`config.mk`:
```
export PLATFORM = sky130hd
export DESIGN_NAME = issel_top
export DESIGN_NICKNAME = d
export VERILOG_FILES = /design/src/rtl/issel_pkg.sv /design/src/rtl/issel_head_find.sv /design/src/rtl/issel_age_pick.sv /design/src/rtl/issel_stage.sv /design/src/rtl/issel_top.sv
export SDC_FILE = /design/constraint.sdc
export NUM_CORES = 1
export LEC_CHECK = 0
export ABC_CLOCK_PERIOD_IN_PS = 7750
export BUFFER_PORTS_ARGS = -buffer_cell sky130_fd_sc_hd__buf_4
export CAP_MARGIN = 20
export CORE_ASPECT_RATIO = 1.1
export CORE_MARGIN = 4
export CORE_UTILIZATION = 41
export DETAILED_ROUTE_END_ITERATION = 12
export HOLD_SLACK_MARGIN = 0.08
export PLACE_DENSITY = 0.85
export SETUP_SLACK_MARGIN = 0.4
export SLEW_MARGIN = 40
export SYNTH_ARGS = -nofsm -noshare
export SYNTH_HDL_FRONTEND = slang
export SYNTH_SLANG_ARGS = --single-unit
```
`constraint.sdc`:
```
create_clock -name clk -period 7.75 [get_ports clk]
set_input_delay 1.55 -clock clk [delete_from_list [all_inputs] [get_ports clk]]
set_output_delay 1.55 -clock clk [all_outputs]
set_load 0.005 [all_outputs]
```
`src/rtl/issel_pkg.sv`:
```
package issel_pkg;
  localparam int NGRP = 4;
  localparam int NCLS = 3;
  typedef enum logic [1:0] {
    GRP_INT = 2'd0,
    GRP_FP  = 2'd1,
    GRP_CTL = 2'd2,
    GRP_SQH = 2'd3
  } grp_e;
endpackage

```
`src/rtl/issel_head_find.sv`:
```
module issel_head_find #(
  parameter int LANES     = 4,
  parameter int SEQ_W     = 8,
  parameter int LIDX_W    = 2,
  parameter bit HONOR_SQH = 1'b1
) (
  input  logic [LANES-1:0]            vld,
  input  logic [LANES-1:0]            sqh,
  input  logic [LANES-1:0]            used,
  input  logic                        allow,
  input  logic [LANES-1:0][SEQ_W-1:0] seq,
  output logic                        elig,
  output logic [LIDX_W-1:0]           idx,
  output logic [SEQ_W-1:0]            head_seq,
  output logic [LANES-1:0]            drop
);
  logic [LANES-1:0] avail, live, lowbit, lowmask;

  assign avail   = vld & ~used;
  assign live    = HONOR_SQH ? (avail & ~sqh) : avail;
  assign lowbit  = live & (~live + LANES'(1));
  assign lowmask = (live == '0) ? '1 : (lowbit - LANES'(1));
  assign drop    = (HONOR_SQH && allow) ? (avail & lowmask) : '0;
  assign elig    = allow && (live != '0);

  always_comb begin
    idx = '0;
    for (int i = LANES - 1; i >= 0; i--) begin
      if (live[i]) idx = LIDX_W'(i);
    end
  end

  assign head_seq = seq[idx];
endmodule

```
`src/rtl/issel_age_pick.sv`:
```
module issel_age_pick
  import issel_pkg::*;
#(
  parameter int SEQ_W = 8
) (
  input  logic [NGRP-1:0]            elig,
  input  logic [NGRP-1:0][SEQ_W-1:0] hseq,
  output logic                       found,
  output logic [1:0]                 win
);
  logic [SEQ_W-1:0] best;

  always_comb begin
    found = 1'b0;
    win   = 2'd0;
    best  = '0;
    for (int g = 0; g < NGRP; g++) begin
      if (elig[g] && (!found || hseq[g] < best)) begin
        found = 1'b1;
        win   = 2'(g);
        best  = hseq[g];
      end
    end
  end
endmodule

```
`src/rtl/issel_stage.sv`:
```
module issel_stage
  import issel_pkg::*;
#(
  parameter int LANES   = 4,
  parameter int SEQ_W   = 8,
  parameter int LIDX_W  = 2,
  parameter int CW      = 1,
  parameter int INT_CAP = 1,
  parameter int FP_CAP  = 1,
  parameter int CTL_CAP = 1
) (
  input  logic [NGRP-1:0][LANES-1:0]            vld,
  input  logic [NGRP-1:0][LANES-1:0]            sqh,
  input  logic [NGRP-1:0][LANES-1:0][SEQ_W-1:0] seq,
  input  logic [NGRP-1:0][LANES-1:0]            used_i,
  input  logic [NCLS-1:0][CW-1:0]               cnt_i,
  output logic [NGRP-1:0][LANES-1:0]            used_o,
  output logic [NCLS-1:0][CW-1:0]               cnt_o,
  output logic [NCLS-1:0][LANES-1:0]            drop_o,
  output logic                                  pick_vld,
  output logic [1:0]                            pick_grp,
  output logic [LIDX_W-1:0]                     pick_lane,
  output logic [SEQ_W-1:0]                      pick_seq
);
  localparam int CAPS [NCLS] = '{INT_CAP, FP_CAP, CTL_CAP};

  logic [NGRP-1:0]              allow, elig, take;
  logic [NGRP-1:0][LIDX_W-1:0]  idx;
  logic [NGRP-1:0][SEQ_W-1:0]   hseq;
  logic [NGRP-1:0][LANES-1:0]   hdrop;

  for (genvar g = 0; g < NGRP; g++) begin : g_pool
    if (g < NCLS) begin : g_cls
      assign allow[g] = (cnt_i[g] < CW'(CAPS[g]));
    end else begin : g_sq
      assign allow[g] = 1'b1;
    end

    issel_head_find #(
      .LANES(LANES), .SEQ_W(SEQ_W), .LIDX_W(LIDX_W), .HONOR_SQH(g < NCLS)
    ) u_head (
      .vld(vld[g]), .sqh(sqh[g]), .used(used_i[g]), .allow(allow[g]),
      .seq(seq[g]), .elig(elig[g]), .idx(idx[g]), .head_seq(hseq[g]),
      .drop(hdrop[g])
    );

    assign take[g]   = pick_vld && (pick_grp == 2'(g));
    assign used_o[g] = used_i[g] | hdrop[g] |
                       (take[g] ? (LANES'(1) << idx[g]) : '0);
  end

  for (genvar c = 0; c < NCLS; c++) begin : g_cnt
    assign cnt_o[c]  = cnt_i[c] + CW'(take[c]);
    assign drop_o[c] = hdrop[c];
  end

  issel_age_pick #(.SEQ_W(SEQ_W)) u_pick (
    .elig(elig), .hseq(hseq), .found(pick_vld), .win(pick_grp)
  );

  assign pick_lane = idx[pick_grp];
  assign pick_seq  = hseq[pick_grp];
endmodule

```
`src/rtl/issel_top.sv`:
```
module issel_top
  import issel_pkg::*;
#(
  parameter int LANES   = 4,
  parameter int SEQ_W   = 8,
  parameter int ISSUE_W = 1,
  parameter int INT_CAP = 1,
  parameter int FP_CAP  = 1,
  parameter int CTL_CAP = 1,
  localparam int LIDX_W = (LANES > 1) ? $clog2(LANES) : 1,
  localparam int CNT_W  = $clog2(ISSUE_W + 1)
) (
  input  logic                                  clk,
  input  logic                                  rst,
  input  logic [NGRP-1:0][LANES-1:0]            cand_vld,
  input  logic [NGRP-1:0][LANES-1:0]            cand_sqh,
  input  logic [NGRP-1:0][LANES-1:0][SEQ_W-1:0] cand_seq,
  output logic [NGRP-1:0][LANES-1:0]            grant_q,
  output logic [NCLS-1:0][LANES-1:0]            drop_q,
  output logic [ISSUE_W-1:0]                    slot_vld_q,
  output logic [ISSUE_W-1:0][1:0]               slot_grp_q,
  output logic [ISSUE_W-1:0][LIDX_W-1:0]        slot_lane_q,
  output logic [ISSUE_W-1:0][SEQ_W-1:0]         slot_seq_q,
  output logic [CNT_W-1:0]                      issue_cnt_q
);
  localparam int CW = CNT_W;

  logic [NGRP-1:0][LANES-1:0] used_c [ISSUE_W+1];
  logic [NCLS-1:0][CW-1:0]    cnt_c  [ISSUE_W+1];
  logic [NCLS-1:0][LANES-1:0] sdrop  [ISSUE_W];
  logic [ISSUE_W-1:0]              p_vld;
  logic [ISSUE_W-1:0][1:0]         p_grp;
  logic [ISSUE_W-1:0][LIDX_W-1:0]  p_lane;
  logic [ISSUE_W-1:0][SEQ_W-1:0]   p_seq;

  assign used_c[0] = '0;
  assign cnt_c[0]  = '0;

  for (genvar k = 0; k < ISSUE_W; k++) begin : g_stage
    issel_stage #(
      .LANES(LANES), .SEQ_W(SEQ_W), .LIDX_W(LIDX_W), .CW(CW),
      .INT_CAP(INT_CAP), .FP_CAP(FP_CAP), .CTL_CAP(CTL_CAP)
    ) u_stage (
      .vld(cand_vld), .sqh(cand_sqh), .seq(cand_seq),
      .used_i(used_c[k]), .cnt_i(cnt_c[k]),
      .used_o(used_c[k+1]), .cnt_o(cnt_c[k+1]), .drop_o(sdrop[k]),
      .pick_vld(p_vld[k]), .pick_grp(p_grp[k]),
      .pick_lane(p_lane[k]), .pick_seq(p_seq[k])
    );
  end

  logic [NCLS-1:0][LANES-1:0] drop_all;
  logic [NGRP-1:0][LANES-1:0] grant_all;
  logic [CNT_W-1:0]           n_issue;

  always_comb begin
    drop_all = '0;
    n_issue  = '0;
    for (int k = 0; k < ISSUE_W; k++) begin
      drop_all = drop_all | sdrop[k];
      n_issue  = n_issue + CNT_W'(p_vld[k]);
    end
    for (int g = 0; g < NGRP; g++) begin
      grant_all[g] = used_c[ISSUE_W][g];
      if (g < NCLS) grant_all[g] = used_c[ISSUE_W][g] & ~drop_all[g];
    end
  end

  always_ff @(posedge clk) begin
    if (rst) begin
      grant_q     <= '0;
      drop_q      <= '0;
      slot_vld_q  <= '0;
      slot_grp_q  <= '0;
      slot_lane_q <= '0;
      slot_seq_q  <= '0;
      issue_cnt_q <= '0;
    end else begin
      grant_q     <= grant_all;
      drop_q      <= drop_all;
      slot_vld_q  <= p_vld;
      slot_grp_q  <= p_grp;
      slot_lane_q <= p_lane;
      slot_seq_q  <= p_seq;
      issue_cnt_q <= n_issue;
    end
  end
endmodule

```
==> qor.csv, run 1 <==
metric;value;unit
status;finished clean;
io_buffer_count;199;
post_drt_wl_per_cell;19.3;um
place_inst;759;
yosys.area.top_type;dfxtp_1;
insertedDiodeCount;0;
synth.distinct_cells;73;
relSlewSlack;0.539;
synth.ff_latch_count;41;
synth-seq-area-share;0.227;
final-hold-violation-count;0;
setup_viol;0;
slowest_delay;330;ps
cts_sinks;41;
ys.warnings.count;0;
grt_overflow_total;0;
start_util;0.425;
grt_max_degree;26;
dr.first_iter.drc_count;285;
syn_area_per_cell;8.70;um2
rsz0062_at_grt;yes;
synth_top_family_by_area;compound AO/OA/AOI/OAI gates;
antenna_left;0;
clock-root-buffer;clkbuf_8;
cp_top_family;compound AO/OA/AOI/OAI gates;
ys_async_sr_fraction;0;
post-route-min-period;7480;ps
period_share;0.965;
drt_wl_total;15300;um
die_h;106;um
fp.coreArea;8500;um2
io_pins;204;
fillCellCount;580;
h-tree-depth;2;
synthFlopType;dfxtp_1;
synthMuxAreaShare;0.128;
max_freq;134;MHz
via_per_inst;5.85;
track_usage;0.251;
num-nets-final;865;
final_cells;794;
synth-compound-area-share;0.296;
antenna_found_initial;0;
dpl.hpwl;11400;um
synth_edf_count;0;
pwr-share-seq;0.187;
p_int;0.000814;W
synth_top_area_share;0.227;
hold_class;input port to flip-flop;
p_per_area;214;nW/um2
path_buf_inv;7;
power_frac_comb;0.680;
cts_made_buffers;5;
slew_violations;0;
register_area;821;um2
num_rows;35;
die_w;97.5;um
synth_most_common_cell;nor2_1;
crit_required;7950;ps
power_switching;0.000556;W
p_clk_frac;0.133;
path_max_fanout;6;
synth_fa_ha_area_frac;0.0727;
grt_pass1_vias;4578;
gp_congestion;0.953;
worstSetupPathType;input port to flip-flop;
synthXorXnorAreaFrac;0;
drive_gt1_frac;0.599;
drc;0;
tritoncts;yes;
num_vias;4641;
synthesis.area;3610;um2
area_growth;77.0;%
cts-hold-fix-buffers;0;
multi_input_area;3170;um2
cp.arrival;7680;ps
synth_area_leaders;dfxtp_1 (23%), ha_1 (7.3%), mux2i_1 (7.2%), a21oi_1 (4.7%), nor2_1 (4.7%);
synth_common_cells;nor2_1 (45), dfxtp_1 (41), a21oi_1 (34), nand2_1 (31), mux2i_1 (26);
syn-num-nets;598;
syn-instance-count;415;
switching_share;0.406;
max_slew.worst_pin.slew;686;ps
synth-simple-area-share;0.234;
crit_slowest_cell;a211oi_2;
cts.path.max_buffers;2;
die-area;10400;um2
p_leak;2.90;nW
final_core_util;0.753;
path_clk_slew;80;ps
worstSetupStartpointType;input port;
cp-end-kind;flip-flop;
grt_pass1_wl;21600;um
drt_pass1_iterations;5;
drv_cap;0;
ir_worst_vdd;0.000168;V
layout by cell type, fill, tap and decap left out, drive strengths merged, types with 3 or more instances in the layout:
cell type / instances
buf: 275
nor2: 47
dfxtp: 41
a21oi: 36
nand2: 32
mux2i: 26
o21ai: 25
ha: 21
o22ai: 14
nand2b: 13
a21o: 10
nor2b: 10
a22oi: 9
nor3: 9
nand4: 8
and3: 8
nand3: 8
mux4: 8
clkbuf: 7
inv: 7
a221oi: 6
a211oi: 6
o221ai: 4
o41ai: 4
o31ai: 4
and2: 4
nor4: 4
o2bb2ai: 3
sequential cells by signal, indices dropped and copies added, names as in the netlist:
name         flops
slot_seq_q       8
slot_grp_q       2
grant_q         16
slot_lane_q      2
drop_q          12
issue_cnt_q      1
power groups by stage:
stage	registers, W	clock network (W)	logic [W]
after floorplan	0.000263	0	0.000402
after global placement	0.000260	0	0.000667
after detailed placement	0.000260	0	0.000692
after CTS	0.000256	0.000183	0.000737
after global routing	0.000259	0.000191	0.000986
final	0.000256	0.000182	0.000931
per-layer routing:
layer,global-route usage,vias to the layer above,part of all wire
met5,0,-,0
met4,0.0930,0,0.033
met3,0.0486,53,0.071
met2,0.468,241,0.53
met1,0.282,2199,0.37
li1,-,2148,-
cell type report:
| class | instances | share of cell area |
|---|---|---|
| Sequential cell | 41 | 0.128 |
| Inverter | 7 | 0.00450 |
| Tap cell | 111 | 0.0217 |
| Clock inverter | 1 | 0.00470 |
| Clock buffer | 7 | 0.0135 |
| Timing Repair Buffer | 275 | 0.331 |
| Multi-Input combinational cell | 352 | 0.496 |
cell families (layout without fill, tap and decap cells):
kind of cell,after synthesis,in the layout
AND/OR/NAND/NOR,156,156
flip-flops,41,41
adder cells (fa/ha/maj),21,21
multiplexers,35,35
buffers and inverters,23,290
AO/OA/AOI/OAI,139,140
per-stage QoR:
step           instance area [um2]  TNS [ps]  total power, W  hold slack [ps]  worst slack, ps
2_1_floorplan                 3670         0        0.000666             1630              409
3_3_place_gp                  5570      -105        0.000927             1800            -46.3
3_5_place_dp                  5570     -2190        0.000952             1800             -169
4_1_cts                       5840         0         0.00118             1490              408
5_1_grt                       6390     -19.4         0.00144             1500            -19.4
6_report                      6390         0         0.00137             1490              271
worst paths after layout:
path | from | end | slack [ps] | cells after the start
min | cand_vld[12] | grant_q[13] | 1490 | 2
max | cand_sqh[3] | slot_seq_q[7] | 270 | 36
repair_timing:
item,4_1_cts,5_1_grt
gates resized for setup,24,93
pin swaps,5,46
buffers inserted,7,19
setup endpoints to repair,28,28
gates cloned,1,0
Power figures use the tool's default switching activity.
==> run 2: changes to the inputs <==
Settings changed: PLACE_DENSITY 0.85 to 0.78.
==> qor.csv, run 2 (synthesis results as in run 1) <==
metric;value;unit;change
status;finished clean;;unchanged
io_buffer_count;199;;unchanged
final-hold-violation-count;0;;unchanged
antenna_found_initial;0;;unchanged
antenna_left;0;;unchanged
p_leak;2.80;nW;was 2.90 nW
setup_viol;0;;unchanged
gp_congestion;0.949;;was 0.953
rsz0062_at_grt;yes;;unchanged
drt_wl_total;14500;um;was 15300 um
via_per_inst;5.80;;was 5.85
max_slew.worst_pin.slew;816;ps;was 686 ps
cts-hold-fix-buffers;0;;unchanged
power;0.00126;W;was 0.00137 W
final_cell_mix;buf_4 (255), dfxtp_1 (41), nor2_1 (35), nand2_1 (28), mux2i_1 (22);;was buf_4 (263), dfxtp_1 (41), nor2_1 (34), nand2_1 (27)
io_pins;204;;unchanged
cts.path.max_buffers;2;;unchanged
drc;0;;unchanged
h-tree-depth;2;;unchanged
worstSetupStartpointType;input port;;unchanged
worstSetupPathType;input port to flip-flop;;unchanged
dpl.hpwl;11200;um;was 11400 um
die-area;10400;um2;unchanged
slew_violations;0;;unchanged
post_drt_wl_per_cell;18.6;um;was 19.3 um
grt_overflow_total;0;;unchanged
ir_worst_vdd;0.000137;V;was 0.000168 V
cts_sinks;41;;unchanged
area_growth;69.4;%;was 77.0%
cp-end-kind;flip-flop;;unchanged
period_share;0.949;;was 0.965
die_h;106;um;unchanged
drv_cap;0;;unchanged
fp.coreArea;8500;um2;unchanged
grt_pass1_vias;4349;;was 4578
drive_gt1_frac;0.566;;was 0.599
tritoncts;yes;;unchanged
post-route-min-period;7350;ps;was 7480 ps
path_clk_slew;90;ps;was 80 ps
layout_commonest_cell;buf_4;;unchanged
largest_reg_flops;16;;unchanged
holdPathStages;3;;was 2
hold-worst-slack;1480;ps;was 1490 ps
grt_max_degree;26;;unchanged
relSlewSlack;0.452;;was 0.539
p_per_area;205;nW/um2;was 214 nW/um2
regMostFlops;grant_q;;unchanged
cpMostUsedCell;buf_6;;
crit_slowest_cell;o31ai_2;;was a211oi_2
slowest_delay;360;ps;was 330 ps
path_max_fanout;8;;was 6
die_w;97.5;um;unchanged
num_rows;35;;unchanged
hold_class;input port to flip-flop;;unchanged
max_freq;136;MHz;was 134 MHz
start_util;0.425;;unchanged
dr.first_iter.drc_count;317;;was 285
num-nets-final;853;;was 865
num_vias;4538;;was 4641
insertedDiodeCount;0;;unchanged
clock-root-buffer;clkbuf_8;;unchanged
final_cells;782;;was 794
crit_required;7950;ps;about the same
grt_pass1_wl;20900;um;was 21600 um
drt_pass1_iterations;5;;unchanged
cp.arrival;7550;ps;was 7680 ps
timing.final.ws_setup;395;ps;was 271 ps
cts_made_buffers;5;;unchanged
place_inst;751;;was 759
reg_top3;grant_q: 16 flops, drop_q: 12 flops, slot_seq_q: 8 flops;;unchanged
pre_cts_ws;-152;ps;was -169 ps
track_usage;0.246;;was 0.251
run 2: changes by cell type in the layout (fill, tap and decap cells not counted), sizes merged:
cell | previous run | this run
buf | 275 | 264
o2bb2ai | 3 | 2
clkinvlp | 0 | 1
bufinv | 1 | 0
run 2: worst paths after layout:
path | from | endpoint | slack, ps
worst max-delay path | cand_sqh[3] | grant_q[2] | 400
worst min-delay path | cand_vld[2] | drop_q[2] | 1480
run 2: critical path: cells and delay by family:
kind,cells,cell delay [ps]
compound gates,20,3410
fa+ha+maj,3,880
buf+inv,5,710
mux,1,80
simple gates,8,890
run 2: final cells by class:
cell class / count / area, um2
inverters: 7 / 26.3
clock inverters: 1 / 7.51
multi-input cells: 351 / 3030
well taps: 111 / 139
fillers: 617 / 2370
clock buffers: 7 / 76.3
flip-flops and latches: 41 / 821
repair buffers: 264 / 2020
run 2: through the flow:
step | TNS (ps) | area (um2) | utilization
global placement | 0 | 5510 | 0.648
finish | 0 | 6120 | 0.720
CTS | 0 | 5750 | 0.677
global route | 0 | 6120 | 0.720
floorplan | 0 | 3670 | -
detailed placement | -2010 | 5510 | 0.648
run 2: timing repair:
item / in CTS / in global routing
gates resized for setup: 23 / 66
pin swaps: 12 / 35
setup buffers: 9 / 14
endpoints found under the setup margin: 27 / 28
run 2: metal layers:
| layer | wire (um) | vias up | global-route usage | part of all wire |
|---|---|---|---|---|
| met5 | 0 | - | 0 | 0 |
| met4 | 376 | 0 | 0.0841 | 0.026 |
| met3 | 1020 | 35 | 0.0459 | 0.070 |
| met2 | 7600 | 239 | 0.453 | 0.52 |
| met1 | 5530 | 2143 | 0.285 | 0.38 |
| li1 | - | 2121 | - | - |
run 2: where the power goes:
part / leakage [nW] / switching [W] / internal (W)
combinational: 2.43 / 0.000436 / 0.000421
clock: 0.0385 / 0.0000788 / 0.0000638
sequential: 0.336 / 0.00000968 / 0.000245
total: 2.80 / 0.000525 / 0.000730
